File: config.mk
export PLATFORM = sky130hd
export DESIGN_NAME = msirq_ctrl
export DESIGN_NICKNAME = d
export VERILOG_FILES = /design/src/rtl/msirq_pkg.sv /design/src/rtl/msirq_sync.sv /design/src/rtl/msirq_cfg.sv /design/src/rtl/msirq_line.sv /design/src/rtl/msirq_mode.sv /design/src/rtl/msirq_ctrl.sv
export SDC_FILE = /design/constraint.sdc
export NUM_CORES = 1
export LEC_CHECK = 0
export BUFFER_PORTS_ARGS = -buffer_cell sky130_fd_sc_hd__buf_2
export CAP_MARGIN = 20
export CORE_ASPECT_RATIO = 0.7
export CORE_MARGIN = 1
export CORE_UTILIZATION = 40
export DETAILED_ROUTE_END_ITERATION = 7
export PLACE_DENSITY = 0.65
export SLEW_MARGIN = 20
export SYNTH_ARGS = -nofsm -noshare
export SYNTH_HDL_FRONTEND = slang
export SYNTH_HIERARCHICAL = 1
export SYNTH_SLANG_ARGS = --single-unit
File: constraint.sdc
create_clock -name clk -period 2.1 [get_ports clk]
set_input_delay 0.21 -clock clk [delete_from_list [all_inputs] [get_ports clk]]
set_output_delay 0.21 -clock clk [all_outputs]
set_load 0.02 [all_outputs]
File: src/rtl/msirq_pkg.sv
package msirq_pkg;

    localparam int unsigned LINE_COUNT = 3;
    localparam int unsigned SYNC_DEPTH = 2;
    localparam int unsigned STOP_LINE  = 0;

    typedef enum logic {
        TRIG_LEVEL = 1'b0,
        TRIG_FALL  = 1'b1
    } trig_e;

    typedef enum logic {
        CFG_MASK = 1'b0,
        CFG_TRIG = 1'b1
    } cfg_sel_e;

endpackage

File: src/rtl/msirq_sync.sv
module msirq_sync #(
    parameter int unsigned W      = 3,
    parameter int unsigned STAGES = 2
) (
    input  logic         clk,
    input  logic [W-1:0] din,
    output logic [W-1:0] dout,
    output logic [W-1:0] dout_prev
);

    typedef struct packed {
        logic [STAGES-1:0][W-1:0] chain;
        logic [W-1:0]             prev;
    } sync_st_t;

    sync_st_t s_d, s_q;

    always_comb begin
        s_d          = s_q;
        s_d.chain[0] = din;
        for (int k = 1; k < STAGES; k++) begin
            s_d.chain[k] = s_q.chain[k-1];
        end
        s_d.prev = s_q.chain[STAGES-1];
    end

    // Free-running: keeps sampling during reset so straps can be captured.
    always_ff @(posedge clk) begin
        s_q <= s_d;
    end

    assign dout      = s_q.chain[STAGES-1];
    assign dout_prev = s_q.prev;

endmodule

File: src/rtl/msirq_cfg.sv
module msirq_cfg #(
    parameter int unsigned W = 3
) (
    input  logic         clk,
    input  logic         rst_n,
    input  logic         we,
    input  logic         sel,
    input  logic [W-1:0] wdata,
    output logic [W-1:0] mask,
    output logic [W-1:0] trig
);

    typedef struct packed {
        logic [W-1:0] mask;
        logic [W-1:0] trig;
    } cfg_st_t;

    cfg_st_t c_d, c_q;

    always_comb begin
        c_d = c_q;
        if (we) begin
            if (sel == msirq_pkg::CFG_MASK) begin
                c_d.mask = wdata;
            end else begin
                c_d.trig = wdata;
            end
        end
    end

    always_ff @(posedge clk or negedge rst_n) begin
        if (!rst_n) begin
            c_q.mask <= '1;
            c_q.trig <= '0;
        end else begin
            c_q <= c_d;
        end
    end

    assign mask = c_q.mask;
    assign trig = c_q.trig;

endmodule

File: src/rtl/msirq_line.sv
module msirq_line (
    input  logic clk,
    input  logic rst_n,
    input  logic lvl,
    input  logic lvl_prev,
    input  logic mask,
    input  logic trig,
    input  logic ack,
    output logic req
);

    typedef struct packed {
        logic pend;
    } line_st_t;

    line_st_t l_d, l_q;
    logic     fall;
    logic     edge_mode;

    assign fall      = lvl_prev & ~lvl;
    assign edge_mode = (trig == msirq_pkg::TRIG_FALL);

    always_comb begin
        l_d = l_q;
        if (mask || !edge_mode) begin
            l_d.pend = 1'b0;
        end else if (fall) begin
            l_d.pend = 1'b1;
        end else if (ack) begin
            l_d.pend = 1'b0;
        end
    end

    always_ff @(posedge clk or negedge rst_n) begin
        if (!rst_n) begin
            l_q <= '0;
        end else begin
            l_q <= l_d;
        end
    end

    always_comb begin
        if (mask) begin
            req = 1'b0;
        end else if (edge_mode) begin
            req = l_q.pend;
        end else begin
            req = ~lvl;
        end
    end

endmodule

File: src/rtl/msirq_mode.sv
module msirq_mode #(
    parameter int unsigned W = 3
) (
    input  logic         clk,
    input  logic         rst_n,
    input  logic [W-1:0] straps,
    output logic [W-1:0] mode
);

    typedef struct packed {
        logic [W-1:0] mode;
    } mode_st_t;

    mode_st_t m_d, m_q;

    always_comb begin
        m_d = m_q;
        if (!rst_n) begin
            m_d.mode = straps;
        end
    end

    // Sampled while reset is low; frozen from the first edge after release.
    always_ff @(posedge clk) begin
        m_q <= m_d;
    end

    assign mode = m_q.mode;

endmodule

File: src/rtl/msirq_ctrl.sv
module msirq_ctrl #(
    parameter int unsigned N_LINES        = msirq_pkg::LINE_COUNT,
    parameter int unsigned SYNC_STAGES    = msirq_pkg::SYNC_DEPTH,
    parameter int unsigned STOP_WAKE_LINE = msirq_pkg::STOP_LINE
) (
    input  logic               clk,
    input  logic               rst_n,
    input  logic [N_LINES-1:0] pin_n,
    input  logic               cfg_we,
    input  logic               cfg_sel,
    input  logic [N_LINES-1:0] cfg_wdata,
    input  logic [N_LINES-1:0] ack,
    output logic [N_LINES-1:0] pend,
    output logic               wake_wait,
    output logic               wake_stop,
    output logic [N_LINES-1:0] op_mode
);

    logic [N_LINES-1:0] lvl;
    logic [N_LINES-1:0] lvl_prev;
    logic [N_LINES-1:0] mask_q;
    logic [N_LINES-1:0] trig_q;

    msirq_sync #(.W(N_LINES), .STAGES(SYNC_STAGES)) u_sync (
        .clk       (clk),
        .din       (pin_n),
        .dout      (lvl),
        .dout_prev (lvl_prev)
    );

    msirq_cfg #(.W(N_LINES)) u_cfg (
        .clk   (clk),
        .rst_n (rst_n),
        .we    (cfg_we),
        .sel   (cfg_sel),
        .wdata (cfg_wdata),
        .mask  (mask_q),
        .trig  (trig_q)
    );

    msirq_mode #(.W(N_LINES)) u_mode (
        .clk    (clk),
        .rst_n  (rst_n),
        .straps (lvl),
        .mode   (op_mode)
    );

    for (genvar i = 0; i < N_LINES; i++) begin : g_line
        msirq_line u_line (
            .clk      (clk),
            .rst_n    (rst_n),
            .lvl      (lvl[i]),
            .lvl_prev (lvl_prev[i]),
            .mask     (mask_q[i]),
            .trig     (trig_q[i]),
            .ack      (ack[i]),
            .req      (pend[i])
        );
    end

    assign wake_wait = |pend;
    assign wake_stop = pend[STOP_WAKE_LINE];

endmodule

==> results.md <==
- Status: finished, final reports clean
- Slew Viols, Final: 0
- Number of global-route vias before repair: 418
- Worst vdd ir: 0.478 mV
- CTS Buf Count: 3
- TritonRoute pass-1 iters: 4
- Final worst slack: 0.455 ns
- Num ports: 21
- Number of H-tree levels: 1
- Gr ovfl total: 0
- Vias/cell: 4.50
- Post-synth cell types: 16
- Synth Area in Simple Gates: 0.147
- Setup tns final: 0 ns
- Setup violators final: 0
- Count of buffers from port buffering: 20
- Synth area leaders: dfxtp_1, dfrtp_1, edfxtp_1
- CP required: 1.89 ns
- Worst-Skew Late Latency: 0.30 ns
- Commonest non-fill, non-tap cell in the layout: buf_2
- Drt drc: 0
- CP endpoint kind: primary output
- Iter 0 DRT Violations: 6
- Rel. slew slack: 0.852
- Total chip power: 0.771 mW
- Final hold vios: 0
- Hold_sp: ack[1]
- Cells after Synth: 56
- R2r setup slk: 1.29 ns
- Slew @ Worst Pin: 0.223 ns
- Tcrit/Tclk final: 0.783
- Antenna-violating nets left: 0
- Die Height: 38.6 um
- R2r startpoint: u_cfg/mask[0]$_DFFE_PN1P_
- Hold Crit Class: primary input to register
- Mapped cell area: 766 um^2
- Tot GR Track Use: 0.138
- Initial Utilization: 0.455
- Hold Crit Depth: 3
- Post-synthesis xor/xnor area fraction: 0
- Post-synth top area share: 0.235
- Most frequent cells in the layout: buf_2, nand2b_1, dfxtp_1
- Sequential-to-total area share from yosys stat: 0.652
- Post-Synthesis Net Count: 69
- Clock skew: 0.00341 ns
- Multiplexer share of the synthesized area: 0.103
- Fin crit period: 1.65 ns
- Via count: 454
- Final wirelength: 1160 um
- Arrival time worst endpoint: 1.44 ns
- TritonCTS Sinks: 21
- Finished Layout Cells: 101
- Largest family of logic cells by synthesized area: simple AND/OR/NAND/NOR gates
- CP Class: register to primary output
- Post-DP HPWL: 886 um
- CP Launch Type: register
- Post-synth top area cell: dfxtp_1
- Clock transition at the registers of the reported paths: 0.10 ns
- Compound-Gate Fraction of Synth Area: 0.0539
- Hold EP: g_line[1].u_line/l_q$_DFFE_PN0P_
- Leak pwr: 0.418 nW
- Synth Area in Adders: 0
- Root buf cell: clkbuf_4
- # diodes: 0
- CTS tree: yes
- Nets: 94
- CTS Buffer Depth: 2
- Number of max-cap violations: 0
- Mean Syn Cell Area: 13.7 um^2
- Pin count of the biggest net entering global routing: 12
- Site Rows: 12
- Register-to-Register Path Depth: 2
- Reg2reg end: g_line[0].u_line/l_q$_DFFE_PN0P_
- WL/cell: 11.5 um
- Power per Cell Area: 831 nW/um^2
- Die X: 54.3 um
- Core region area: 1680 um^2
- Final Wtd Congestion: 0.721
- Place WS: 0.787 ns
- Area growth, synth to finish: 21.2%
- FF+latch count, synth: 21
- Ys Warns: 6
- Fraction of layout cells with a size suffix above 1: 0.463
- FMAX: 0.608 GHz
- Cells after DPL: 93
- First-pass GRT wire length: 1810 um
- Unrepaired setup endpoints after global routing: false
- Crit Path Max Fanout: 4
- Initial antenna violation count: 0
- Die area: 2100 um^2
## stage by stage
stage	hold WS, ns	area, um^2	util
after global routing	0.128	928	0.552
after global placement	0.0789	862	0.513
after detailed placement	0.0823	862	0.513
after floorplan	-0.0856	766	-
final	0.149	928	0.552
after CTS	0.136	928	0.552
## cell families (layout without fill, tap and decap cells)
kind of cell	after synthesis	in the layout
compound gates	6	6
buf+inv	5	29
mux	6	6
flops	21	21
simple gates	18	18
## how the worst max path moves through the flow
| stage | startpoint | to | slack, ns |
|---|---|---|---|
| 5_1_grt | u_cfg/trig[2]$_DFFE_PN0P_ | wake_wait | 0.38 |
| 6_report | u_cfg/trig[2]$_DFFE_PN0P_ | wake_wait | 0.45 |
| 2_1_floorplan | u_sync/dout[0]$_DFF_P_ | wake_wait | 0.71 |
| 4_1_cts | u_cfg/trig[2]$_DFFE_PN0P_ | wake_wait | 0.43 |
| 3_3_place_gp | u_cfg/trig[2]$_DFFE_PN0P_ | wake_wait | 0.79 |
| 3_5_place_dp | u_cfg/mask[2]$_DFFE_PN1P_ | wake_wait | 0.79 |
## flip-flops by register name, indices dropped and copies added (netlist names)
name and flops:
u_sync/dout_prev 3, u_sync/s_d 3, g_line.u_line/l_q 3, u_mode/mode 3
u_sync/dout 3, u_cfg/mask 3, u_cfg/trig 3
## power by group
| part | switching (mW) | internal [mW] |
|---|---|---|
| sequential | 0.0220 | 0.450 |
| combinational | 0.0554 | 0.0608 |
| clock | 0.109 | 0.0740 |
## cells in the mapped netlist, drive strengths merged
library cell,instances
dfrtp,6
nor2b,1
edfxtp,3
a21oi,6
mux2,6
or3,1
dfxtp,9
buf,4
inv,1
nand2b,9
dfstp,3
nand2,4
or2,3
## metal layers
metal  vias up  share of wire  track usage
met3         4          0.067       0.0706
met2        16           0.42        0.186
met4         0          0.019       0.0962
met5         -              0            0
li1        229              -            -
met1       205           0.49        0.169
## layout make-up
cell class                 count  area, um^2
fill                         159         753
timing repair buffer          24         140
tap                           21        26.3
inverter                       1        3.75
multi-input combinational     30         233
clock buffer                   4        26.3
sequential                    21         499
## worst max-delay path: stages (launching register included)
cell     delay [ns]
dfrtp_1        0.40
or2_1          0.13
a21oi_2        0.06
or3_1          0.38
buf_2          0.17
## timing repair
action,4_1_cts,5_1_grt
resized for setup,0,0
endpoints found under the setup margin,0,0
hold buffers,4,0
setup buffers,0,0
hold endpoints to repair,12,0
(Power assumes the default switching activity.)
